File: src/rtl/hdd_pkg.sv
`timescale 1ns/1ps
package hdd_pkg;
  typedef enum logic [1:0] {
    RATIO_ONE  = 2'd0,
    RATIO_EVEN = 2'd1,
    RATIO_ODD  = 2'd2
  } ratio_kind_e;

  // D = 1 + N: N zero gives bypass, odd N gives an even ratio
  function automatic ratio_kind_e classify(input logic is_zero, input logic lsb);
    if (is_zero) return RATIO_ONE;
    return lsb ? RATIO_EVEN : RATIO_ODD;
  endfunction
endpackage

File: src/rtl/hdd_sequencer.sv
`timescale 1ns/1ps
module hdd_sequencer #(
  parameter int W = 8
) (
  input  logic         clk_in,
  input  logic         rst_n,
  input  logic [W-1:0] prescale,
  output logic [W-1:0] cnt,
  output logic [W-1:0] n_cur,
  output logic         wrap,
  output logic         byp_req,
  output logic         rise_strobe
);
  localparam logic [W-1:0] ONE = {{(W-1){1'b0}}, 1'b1};

  logic presc_zero;
  assign presc_zero = (prescale == '0);
  assign wrap       = (cnt == '0);

  always_ff @(posedge clk_in or negedge rst_n) begin
    if (!rst_n) begin
      cnt         <= '0;
      n_cur       <= '0;
      byp_req     <= 1'b0;
      rise_strobe <= 1'b0;
    end else begin
      rise_strobe <= wrap;
      if (wrap) begin
        n_cur   <= prescale;
        byp_req <= presc_zero;
        cnt     <= presc_zero ? '0 : ONE;
      end else begin
        cnt <= (cnt == n_cur) ? '0 : cnt + ONE;
      end
    end
  end
endmodule

File: src/rtl/hdd_rise_path.sv
`timescale 1ns/1ps
module hdd_rise_path
  import hdd_pkg::*;
#(
  parameter int W = 8
) (
  input  logic         clk_in,
  input  logic         rst_n,
  input  logic         wrap,
  input  logic [W-1:0] prescale,
  input  logic [W-1:0] cnt,
  input  logic [W-1:0] n_cur,
  output logic         r_tog,
  output logic         fall_req
);
  logic [W:0]  half_w;
  logic        at_half;
  ratio_kind_e kind;

  // (N+1)>>1 is D/2 for even D and (D-1)/2 for odd D
  assign half_w  = ({1'b0, n_cur} + {{W{1'b0}}, 1'b1}) >> 1;
  assign at_half = ({1'b0, cnt} == half_w);
  assign kind    = classify(n_cur == '0, n_cur[0]);

  always_ff @(posedge clk_in or negedge rst_n) begin
    if (!rst_n) begin
      r_tog    <= 1'b0;
      fall_req <= 1'b0;
    end else begin
      if (wrap) begin
        if (prescale != '0) r_tog <= ~r_tog;
        fall_req <= 1'b0;
      end else begin
        if (kind == RATIO_EVEN && at_half) r_tog <= ~r_tog;
        fall_req <= (kind == RATIO_ODD) && at_half;
      end
    end
  end
endmodule

File: src/rtl/hdd_fall_path.sv
`timescale 1ns/1ps
module hdd_fall_path (
  input  logic clk_in,
  input  logic rst_n,
  input  logic fall_req,
  input  logic byp_req,
  output logic f_tog,
  output logic byp_neg
);
  always_ff @(negedge clk_in or negedge rst_n) begin
    if (!rst_n) begin
      f_tog   <= 1'b0;
      byp_neg <= 1'b0;
    end else begin
      if (fall_req) f_tog <= ~f_tog;
      byp_neg <= byp_req;
    end
  end
endmodule

File: src/rtl/hdd_out_sel.sv
`timescale 1ns/1ps
module hdd_out_sel (
  input  logic clk_in,
  input  logic byp_req,
  input  logic byp_neg,
  input  logic r_tog,
  input  logic f_tog,
  output logic clk_out
);
  logic byp_eff;
  logic div_clk;

  // select widens on a rising edge, narrows only after a falling edge
  assign byp_eff = byp_req | byp_neg;
  assign div_clk = r_tog ^ f_tog;
  assign clk_out = (byp_eff & clk_in) | div_clk;
endmodule

File: src/rtl/hdd_divider.sv
`timescale 1ns/1ps
module hdd_divider #(
  parameter int W = 8
) (
  input  logic         clk_in,
  input  logic         rst_n,
  input  logic [W-1:0] prescale,
  output logic         clk_out,
  output logic         rise_strobe
);
  logic [W-1:0] cnt;
  logic [W-1:0] n_cur;
  logic         wrap;
  logic         byp_req;
  logic         r_tog;
  logic         fall_req;
  logic         f_tog;
  logic         byp_neg;

  hdd_sequencer #(.W(W)) u_seq (
    .clk_in(clk_in), .rst_n(rst_n), .prescale(prescale),
    .cnt(cnt), .n_cur(n_cur), .wrap(wrap), .byp_req(byp_req),
    .rise_strobe(rise_strobe)
  );

  hdd_rise_path #(.W(W)) u_rise (
    .clk_in(clk_in), .rst_n(rst_n), .wrap(wrap), .prescale(prescale),
    .cnt(cnt), .n_cur(n_cur), .r_tog(r_tog), .fall_req(fall_req)
  );

  hdd_fall_path u_fall (
    .clk_in(clk_in), .rst_n(rst_n), .fall_req(fall_req), .byp_req(byp_req),
    .f_tog(f_tog), .byp_neg(byp_neg)
  );

  hdd_out_sel u_sel (
    .clk_in(clk_in), .byp_req(byp_req), .byp_neg(byp_neg),
    .r_tog(r_tog), .f_tog(f_tog), .clk_out(clk_out)
  );
endmodule

File: config.mk
export PLATFORM = sky130hd
export DESIGN_NAME = hdd_divider
export DESIGN_NICKNAME = d
export VERILOG_FILES = /design/src/rtl/hdd_pkg.sv /design/src/rtl/hdd_sequencer.sv /design/src/rtl/hdd_rise_path.sv /design/src/rtl/hdd_fall_path.sv /design/src/rtl/hdd_out_sel.sv /design/src/rtl/hdd_divider.sv
export SDC_FILE = /design/constraint.sdc
export NUM_CORES = 1
export LEC_CHECK = 0
export ABC_AREA = 1
export BUFFER_PORTS_ARGS = -buffer_cell sky130_fd_sc_hd__buf_4
export CAP_MARGIN = 15
export CELL_PAD_IN_SITES_DETAIL_PLACEMENT = 0
export CELL_PAD_IN_SITES_GLOBAL_PLACEMENT = 1
export CORE_ASPECT_RATIO = 1.75
export CORE_MARGIN = 3
export CORE_UTILIZATION = 46
export DETAILED_ROUTE_END_ITERATION = 7
export PLACE_DENSITY = 0.8
export SLEW_MARGIN = 20
export SYNTH_ARGS = -nofsm -noshare
export SYNTH_HDL_FRONTEND = slang
export SYNTH_SLANG_ARGS = --single-unit
File: constraint.sdc
create_clock -name clk_in -period 2.99 [get_ports clk_in]
set_input_delay 0.1495 -clock clk_in [delete_from_list [all_inputs] [get_ports clk_in]]
set_output_delay 0.1495 -clock clk_in [all_outputs]
set_load 0.1 [all_outputs]
==> impl_metrics.env, run 1 <==
export IMPL_yosysSeqAreaShare_pct=38.9
export IMPL_synth_async_reset_ratio_pct=100
export IMPL_row_count=26
export IMPL_relSlewSlack_pct=52.0
export IMPL_synth_area_per_cell_um2=7.26
export IMPL_maxCapViolCount=0
export IMPL_cts_tree="yes"
export IMPL_critPathRequiredTime_ns=2.84
export IMPL_synth_mux_area_fraction_pct=0
export IMPL_clkLatencyLatePin_ns=0.40
export IMPL_vias_per_cell=5.56
export IMPL_synth_area_mm2=0.00142
export IMPL_ys_types=27
export IMPL_track_usage_pct=21.7
export IMPL_clk_pin_slew_ns=0.08
export IMPL_yosysWarnings=0
export IMPL_yosysTopAreaCell="dfrtp_1"
export IMPL_synth_top_family_by_area="simple AND/OR/NAND/NOR gates"
export IMPL_drt_pass1_iter_count=4
export IMPL_synth_ff_type="dfrtp_1"
export IMPL_powerDensity_mw_per_mm2=1200
export IMPL_final_cell_mix="nand2_1 (59), inv_1 (20), nor2_1 (20), dfrtp_1 (20), nand3_1 (13)"
export IMPL_finalNonFillerCells=240
export IMPL_diodes=0
export IMPL_p_total_mw=1.98
export IMPL_finalHoldViolCount=0
export IMPL_port_buffers=11
export IMPL_drc=0
export IMPL_dp_cells=231
export IMPL_syn_inst=195
export IMPL_io_pins=12
export IMPL_outcome="complete, no violations"
export IMPL_place_area_mm2=0.00152
export IMPL_drive_gt1_share_pct=17.0
export IMPL_skew_ns=0.0243
export IMPL_synth_seq_cells=22
export IMPL_end_kind="primary output"
export IMPL_core_mm2=0.00293
export IMPL_synthToLayoutAreaGrowth_pct=16.4
export IMPL_synth_fa_ha_area_share_pct=3.54
export IMPL_gp_congestion=0.896
export IMPL_synth_edff_count=0
export IMPL_dp_hpwl_um=2700
export IMPL_synth_xor_area_share_pct=6.19
export IMPL_worst_slew_pin_slew_ns=0.713
export IMPL_layout_commonest_cell="nand2_1"
export IMPL_drt_initial_drc_count=75
export IMPL_startpoint_type="register"
export IMPL_grt_setup_unrepaired="no"
export IMPL_synth_net_count=209
export IMPL_die_w_um=47.9
export IMPL_ant_nets=0
export IMPL_totalNegativeSetupSlack_ns=0
export IMPL_vias=1334
export IMPL_grt_pass1_vias=1308
export IMPL_grt_ovfl_total=0
export IMPL_grt_max_degree=23
export IMPL_antenna_found_initial=0
export IMPL_synth_top_area_share_pct=35.4
export IMPL_drt_wirelength_per_cell_um=14.2
export IMPL_crit_fanout=2
export IMPL_hold_class="in2reg"
export IMPL_start_util_pct=48.3
export IMPL_power_leakage_nw=0.862
export IMPL_dieArea_mm2=0.00380
export IMPL_ys_top_cells_by_area="dfrtp_1 (35%), nand2_1 (16%), inv_1 (5.3%)"
export IMPL_synth_compound_area_share_pct=5.66
export IMPL_drv_slew=0
export IMPL_critPathArrivalTime_ns=2.76
export IMPL_setup_viol=0
export IMPL_drt_total_wl_um=3410
export IMPL_design_area_mm2=0.00165
export IMPL_hold_ws_ns=0.0357
export IMPL_nNetsFinal=227
export IMPL_ir_worst_vdd_mv=1.00
export IMPL_die_h_um=79.4
export IMPL_cts_setup_buffers=0
export IMPL_path_class="reg2out"
export IMPL_grt_pass1_wl_um=5820
export IMPL_synth_simple_area_share_pct=37.3
state kept, by name (all words and copies together) (netlist names):
register and count:
u_seq.cnt 8, u_rise.fall_req 1, u_seq.rise_strobe 1, u_rise.r_tog 1
u_fall.byp_neg 1, u_seq.n_cur 8, u_fall.f_tog 1, u_seq.byp_req 1
cells in the mapped netlist, types with 2 or more instances:
library cell / count
inv_1: 20
ha_1: 4
dfrtn_1: 2
dfrtp_1: 20
nand2_1: 59
nand4_1: 7
xnor2_1: 4
inv_2: 7
buf_2: 2
nand3_1: 13
nor4_1: 3
a21oi_1: 7
xor2_1: 6
nor3_1: 3
nor2_1: 20
nor2_2: 4
nor3_2: 2
o21ai_0: 3
worst max-delay path: stages (launching register included):
cell and delay, ns:
dfrtn_1 0.45, xnor2_1 0.08, nand2_1 0.06, buf_4 0.28
stage by stage:
step	worst slack (ns)	util [%]
floorplan	0.209	-
global placement	0.529	51.8
detailed placement	0.511	51.8
CTS	0.0746	56.3
global route	0.00328	56.3
finish	0.0797	56.3
kinds of logic (layout without fill, tap and decap cells):
family          Yosys count  in the layout
buf+inv                  30             47
compound gates           14             14
flops                    22             22
xor+xnor                 10             10
simple gates            115            115
fa+ha+maj                 4              4
area by class of cell:
class,instances,area [um^2]
Clock buffer,7,90.1
Clock inverter,1,30.0
Fill cell,306,1280
Inverter,27,101
Multi-Input combinational cell,143,746
Sequential cell,22,551
Tap cell,28,35.0
Timing Repair Buffer,12,95.1
where the power goes:
part	leakage (nW)	switching, mW	total, mW	internal (mW)
Sequential	0.270	0.168	0.589	0.421
Clock	0.0663	0.240	0.528	0.288
Combinational	0.526	0.557	0.863	0.307
Total	0.862	0.965	1.98	1.02
worst paths after layout:
path | from | cells after the start | end | slack (ns)
setup / recovery | u_fall.f_tog$_DFFE_NN0P_ | 3 | clk_out | 0.08
hold / removal | prescale[3] | 3 | u_seq.n_cur[3]$_DFFE_PN0P_ | 0.04
setup reg to reg | u_rise.fall_req$_DFF_PN0_ | 1 | u_fall.f_tog$_DFFE_NN0P_ | 0.85
hold reg to reg | u_fall.f_tog$_DFFE_NN0P_ | 1 | u_fall.f_tog$_DFFE_NN0P_ | 0.44
max in group asynchronous | rst_n | 2 | u_fall.f_tog$_DFFE_NN0P_ | 1.18
min in group asynchronous | rst_n | 2 | u_seq.cnt[7]$_DFF_PN0_ | 0.19
per-layer routing:
metal / vias up / global-route usage, % / wire length, um
li1: 648 / - / -
met1: 643 / 26.5 / 1360
met2: 30 / 32.6 / 1770
met3: 13 / 4.51 / 101
met4: 0 / 14.3 / 178
met5: - / 0 / 0
repair_timing:
| action | 4_1_cts | 5_1_grt |
|---|---|---|
| gates resized for setup | 0 | 0 |
| hold endpoints to repair | 21 | 0 |
| hold buffers | 2 | 0 |
Power figures use the tool's default switching activity.
==> run 2, diff against run 1 <==
--- a/config.mk
+++ b/config.mk
@@ -5,17 +5,18 @@
 export SDC_FILE = /design/constraint.sdc
 export NUM_CORES = 1
 export LEC_CHECK = 0
-export ABC_AREA = 1
 export BUFFER_PORTS_ARGS = -buffer_cell sky130_fd_sc_hd__buf_4
 export CAP_MARGIN = 15
 export CELL_PAD_IN_SITES_DETAIL_PLACEMENT = 0
 export CELL_PAD_IN_SITES_GLOBAL_PLACEMENT = 1
 export CORE_ASPECT_RATIO = 1.75
 export CORE_MARGIN = 3
-export CORE_UTILIZATION = 46
+export CORE_UTILIZATION = 50
 export DETAILED_ROUTE_END_ITERATION = 7
-export PLACE_DENSITY = 0.8
+export PLACE_DENSITY = 0.81
+export SKIP_CTS_REPAIR_TIMING = 1
 export SLEW_MARGIN = 20
 export SYNTH_ARGS = -nofsm -noshare
 export SYNTH_HDL_FRONTEND = slang
+export SYNTH_HIERARCHICAL = 1
 export SYNTH_SLANG_ARGS = --single-unit
==> run 2 against run 1 <==
  * Power grew 0.17%
  * Sequential power grew 13%
  * Clock power shrank 11%
  * Cell area grew 1.3%
  * Register-to-register slack lost 0.28 ns
  * Via count shrank 14%
  * Critical path depth is the same
  * First-iteration DRC count shrank 51%
  * Worst hold slack lost 0.012 ns
  * Synthesized area grew 2.2%
  * Non-clock buffer count is the same
  * Largest power group unchanged
  * Highest routed layer unchanged
==> impl_metrics.env, run 2 <==
export IMPL_synth_area_per_cell_um2=10.3
export IMPL_place_area_mm2=0.00155
export IMPL_end_kind="primary output"
export IMPL_synth_area_mm2=0.00145
export IMPL_yosysSeqAreaShare_pct=38.1
export IMPL_final_cell_mix="dfrtp_1 (20), xnor2_1 (16), buf_4 (12), nor2_1 (12), xor2_1 (10)"
export IMPL_dieArea_mm2=0.00360
export IMPL_ff_latch_area_um2=551
export IMPL_rrSetupSlack_ns=0.57
export IMPL_setup_viol=0
export IMPL_cp_endpoint="clk_out"
export IMPL_synth_async_reset_ratio_pct=100
export IMPL_ys_top_cells_by_area="dfrtp_1 (35%), xnor2_1 (9.7%), mux2_4 (8.3%)"
export IMPL_cell_internal_pwr_mw=1.12
export IMPL_power_switching_mw=0.863
export IMPL_drt_initial_drc_count=37
export IMPL_synth_net_count=154
export IMPL_drc=0
export IMPL_synth_seq_cells=22
export IMPL_critPathArrivalTime_ns=2.76
export IMPL_synth_edff_count=0
export IMPL_die_w_um=46.7
export IMPL_relSlewSlack_pct=60.0
export IMPL_reg2reg_to="u_rise/r_tog$_DFFE_PN0P_"
export IMPL_grt_setup_unrepaired="no"
export IMPL_drt_total_wl_um=3410
export IMPL_drt_wirelength_per_cell_um=18.5
export IMPL_skew_ns=0.0258
export IMPL_fill_cells=230
export IMPL_ir_worst_vdd_mv=0.674
export IMPL_maxCapViolCount=0
export IMPL_crit_slowest_cell="dfrtn_1"
export IMPL_row_count=25
export IMPL_layout_commonest_cell="dfrtp_1"
export IMPL_critPathRequiredTime_ns=2.84
export IMPL_swShare_pct=43.5
export IMPL_io_pins=12
export IMPL_antenna_found_initial=0
export IMPL_powerDensity_mw_per_mm2=1190
export IMPL_start_util_pct=53.1
export IMPL_path_cells="xnor2_1 > nand2_1 > buf_4"
export IMPL_clkLatencyLatePin_ns=0.39
export IMPL_path_class="reg2out"
export IMPL_setup_slack_ns=0.0800
export IMPL_worst_slew_pin_slew_ns=0.597
export IMPL_synthToLayoutAreaGrowth_pct=15.4
export IMPL_grt_ovfl_total=0
export IMPL_place_ws_ns=0.494
export IMPL_die_h_um=77.2
export IMPL_hold_class="in2reg"
export IMPL_crit_fanout=2
export IMPL_nNetsFinal=172
export IMPL_gp_congestion=0.791
export IMPL_p_seq_share_pct=33.5
export IMPL_cts_tree="yes"
export IMPL_power_leakage_nw=0.760
export IMPL_vias=1147
export IMPL_drive_gt1_share_pct=23.6
export IMPL_yosysWarnings=6
export IMPL_outcome="complete, no violations"
export IMPL_synth_common_cells="dfrtp_1 (20), xnor2_1 (16), nor2_1 (12), xor2_1 (10)"
export IMPL_synth_top_area_share_pct=34.6
export IMPL_syn_inst=140
export IMPL_reg_largest_list="u_seq/cnt x8, u_seq/n_cur x8"
export IMPL_synth_ff_type="dfrtp_1"
export IMPL_finalHoldViolCount=0
export IMPL_drt_pass1_iter_count=4
export IMPL_dp_hpwl_um=2330
export IMPL_clk_pin_slew_ns=0.08
export IMPL_ys_types=40
export IMPL_multi_input_area_um2=846
export IMPL_power_frac_comb_pct=42.7
export IMPL_grt_pass1_vias=1247
export IMPL_worstReg2RegStart="u_seq/n_cur[0]$_DFFE_PN0P_"
export IMPL_design_area_mm2=0.00167
export IMPL_r2r_cells=6
export IMPL_diodes=0
export IMPL_totalNegativeSetupSlack_ns=0
export IMPL_ant_nets=0
export IMPL_core_mm2=0.00272
export IMPL_yosysTopAreaCell="dfrtp_1"
export IMPL_vias_per_cell=6.23
export IMPL_grt_max_degree=23
export IMPL_crit_start="u_fall/f_tog$_DFFE_NN0P_"
export IMPL_startpoint_type="register"
export IMPL_track_usage_pct=21.9
export IMPL_grt_pass1_wl_um=5550
export IMPL_slowest_delay_ns=0.44
export IMPL_port_buffers=11
export IMPL_drv_slew=0
export IMPL_synthMostInstantiatedCell="dfrtp_1"
export IMPL_pwr_share_clk_pct=23.8
[run 2: cell families (layout without fill, tap and decap cells)]
logic type	after synthesis	after routing	share of synthesized area (%)
buffers and inverters	10	27	3.46
AO/OA/AOI/OAI	13	13	7.79
AND/OR/NAND/NOR	55	55	21.6
flip-flops	22	22	38.1
multiplexers	10	10	9.86
adder cells (fa/ha/maj)	4	4	3.46
XOR/XNOR	26	26	15.7
[run 2: how the worst min path moves through the flow]
stage,startpoint,endpoint,slack [ns],cells after the start
2_1_floorplan,rst_n,u_rise/fall_req$_DFF_PN0_,-0.15,0
3_3_place_gp,rst_n,u_seq/n_cur[7]$_DFFE_PN0P_,0.05,1
3_5_place_dp,rst_n,u_seq/n_cur[7]$_DFFE_PN0P_,0.05,1
4_1_cts,rst_n,u_seq/rise_strobe$_DFF_PN0_,-0.34,1
5_1_grt,prescale[6],u_seq/n_cur[6]$_DFFE_PN0P_,0.002,2
6_report,prescale[6],u_seq/n_cur[6]$_DFFE_PN0P_,0.02,2
[run 2: layer usage]
metal  share of wire (%)  up-vias  global-route usage (%)  wire length (um)
met5                   0        -                       0                 0
met4                 3.6        0                    15.0               123
met3                 2.9       12                    4.93                98
li1                    -      532                       -                 -
met2                  55       27                    35.6              1890
met1                  38      576                    23.2              1300
[run 2: power groups by stage]
stage	clock network, mW	logic [mW]	registers [mW]
after CTS	0.480	0.836	0.664
after floorplan	0.0758	0.690	0.610
after global placement	0.0899	0.788	0.668
after detailed placement	0.0899	0.818	0.667
final	0.472	0.848	0.665
after global routing	0.502	0.928	0.690
[run 2: through the flow]
| stage | instances | hold slack [ns] | utilization, % | power [mW] |
|---|---|---|---|---|
| global route | 184 | 0.00232 | 61.3 | 2.12 |
| finish | 184 | 0.0238 | 61.3 | 1.98 |
| detailed placement | 176 | 0.0548 | 56.8 | 1.58 |
| CTS | 183 | -0.344 | 61.0 | 1.98 |
| floorplan | 140 | -0.146 | - | 1.38 |
| global placement | 176 | 0.0473 | 56.8 | 1.55 |
[run 2: area by class of cell]
type                       instances  share of cell area (%)
clock inverter                     1                    1.80
clock buffer                       7                    5.40
inverter                           7                    1.57
tap                               27                    2.02
timing repair buffer              12                    5.55
multi-input combinational        108                    50.7
sequential                        22                    33.0
[run 2: critical path, delay by kind of cell, from the launching register on]
| family | cells | cell delay (ns) |
|---|---|---|
| buffers and inverters | 1 | 0.24 |
| xor gates and xnor gates | 1 | 0.13 |
| DFF | 1 | 0.44 |
| and+or+nand+nor | 1 | 0.07 |
==> run 3, diff against run 2 <==
--- a/config.mk
+++ b/config.mk
@@ -13,6 +13,7 @@
 export CORE_MARGIN = 3
 export CORE_UTILIZATION = 50
 export DETAILED_ROUTE_END_ITERATION = 7
+export GPL_TIMING_DRIVEN = 0
 export PLACE_DENSITY = 0.81
 export SKIP_CTS_REPAIR_TIMING = 1
 export SLEW_MARGIN = 20
==> run 3 against run 2 <==
  * Clock power is essentially flat
  * Sequential share of layout area shrank 0.32 points
  * Wire length shrank 6.0%
  * Power shrank 0.16%
  * Worst hold slack lost 0.00077 ns
  * Combinational power grew 1%
  * Worst setup slack lost 0.013 ns
  * Critical path depth is the same
  * Critical endpoint unchanged
  * Largest cell class unchanged
==> impl_metrics.env, run 3 (synthesized netlist as in run 2, its figures left out) <==
export IMPL_die_w_um=46.7
export IMPL_power_leakage_nw=0.771
export IMPL_reg_largest_list="u_seq/cnt x8, u_seq/n_cur x8"
export IMPL_grt_max_degree=23
export IMPL_drt_total_wl_um=3210
export IMPL_drt_wirelength_per_cell_um=17.2
export IMPL_ir_worst_vdd_mv=0.712
export IMPL_drv_slew=0
export IMPL_totalNegativeSetupSlack_ns=0
export IMPL_vias_per_cell=6.03
export IMPL_relSlewSlack_pct=59.0
export IMPL_grt_pass1_vias=1209
export IMPL_vias=1121
export IMPL_clkLatencyLatePin_ns=0.39
export IMPL_row_count=25
export IMPL_start_util_pct=53.1
export IMPL_drive_gt1_share_pct=24.5
export IMPL_layout_commonest_cell="dfrtp_1"
export IMPL_die_h_um=77.2
export IMPL_hold_class="in2reg"
export IMPL_final_cell_mix="dfrtp_1 (20), xnor2_1 (16), buf_4 (12), nor2_1 (12), xor2_1 (10)"
export IMPL_clk_pin_slew_ns=0.08
export IMPL_dp_hpwl_um=2390
export IMPL_crit_fanout=2
export IMPL_nNetsFinal=174
export IMPL_track_usage_pct=20.6
export IMPL_port_buffers=11
export IMPL_wl_met2_um=1780
export IMPL_cts_tree="yes"
export IMPL_antenna_found_initial=0
export IMPL_drc=0
export IMPL_worst_slew_pin_slew_ns=0.610
export IMPL_highest_layer="met4"
export IMPL_ant_nets=0
export IMPL_io_pins=12
export IMPL_wl_met3_um=95
export IMPL_powerDensity_mw_per_mm2=1180
export IMPL_grt_pass1_wl_um=5270
export IMPL_drt_pass1_iter_count=4
export IMPL_gp_congestion=0.780
export IMPL_critPathRequiredTime_ns=2.84
export IMPL_grt_setup_unrepaired="no"
export IMPL_grt_ovfl_total=0
export IMPL_startpoint_type="register"
export IMPL_drt_initial_drc_count=29
export IMPL_m1WireLength_um=1250
export IMPL_diodes=0
export IMPL_finalHoldViolCount=0
export IMPL_dieArea_mm2=0.00360
export IMPL_setup_viol=0
export IMPL_maxCapViolCount=0
export IMPL_critPathArrivalTime_ns=2.77
export IMPL_rrSetupSlack_ns=0.56
export IMPL_path_class="reg2out"
export IMPL_end_kind="primary output"
export IMPL_synthToLayoutAreaGrowth_pct=16.5
export IMPL_outcome="complete, no violations"
export IMPL_skew_ns=0.0258
export IMPL_core_mm2=0.00272
export IMPL_setup_slack_ns=0.0673
export IMPL_place_ws_ns=0.483
run 3: changes by cell type in the layout (fill, tap and decap cells not counted):
cell	before	now
buf_6	0	1
clkbuf_2	0	1
run 3: critical path: stages (launching register included):
cell and delay, ns:
dfrtn_1 0.44, xnor2_1 0.09, nand2_1 0.07, buf_4 0.28
run 3: report_power, final:
| group | total [mW] | internal (mW) | switching [mW] |
|---|---|---|---|
| combinational | 0.860 | 0.449 | 0.411 |
| clock | 0.471 | 0.278 | 0.193 |
| sequential | 0.650 | 0.408 | 0.242 |
| total | 1.98 | 1.13 | 0.846 |
run 3: area by class of cell:
cell class,instances,area [um^2]
Sequential cell,22,551
Fill cell,238,1040
Buffer,3,23.8
Clock inverter,1,30.0
Clock buffer,7,90.1
Multi-Input combinational cell,108,846
Inverter,7,26.3
Tap cell,27,33.8
Timing Repair Buffer,11,85.1
run 3: through the flow:
stage	hold WS, ns	std cells	power [mW]	cell area (um^2)	util [%]
after floorplan	-0.146	140	1.38	1450	-
after global placement	0.0458	178	1.56	1560	57.4
after detailed placement	0.0535	178	1.60	1560	57.4
final	0.0230	186	1.98	1690	61.9
after CTS	-0.344	185	1.99	1680	61.6
after global routing	0.0100	186	2.11	1690	61.9
run 3: layer usage:
metal / GRT usage [%] / vias up
li1: - / 536
met1: 20.9 / 557
met2: 34.4 / 20
met3: 6.81 / 8
met4: 11.9 / 0
met5: 0 / -
run 3: worst paths after layout:
kind,start,endpoint,depth (start not counted)
setup / recovery,u_fall/f_tog$_DFFE_NN0P_,clk_out,3
hold / removal,prescale[3],u_seq/n_cur[3]$_DFFE_PN0P_,2
setup reg to reg,u_seq/n_cur[0]$_DFFE_PN0P_,u_rise/r_tog$_DFFE_PN0P_,7
hold reg to reg,u_fall/f_tog$_DFFE_NN0P_,u_fall/f_tog$_DFFE_NN0P_,1
max in group asynchronous,rst_n,u_fall/f_tog$_DFFE_NN0P_,2
min in group asynchronous,rst_n,u_rise/r_tog$_DFFE_PN0P_,2
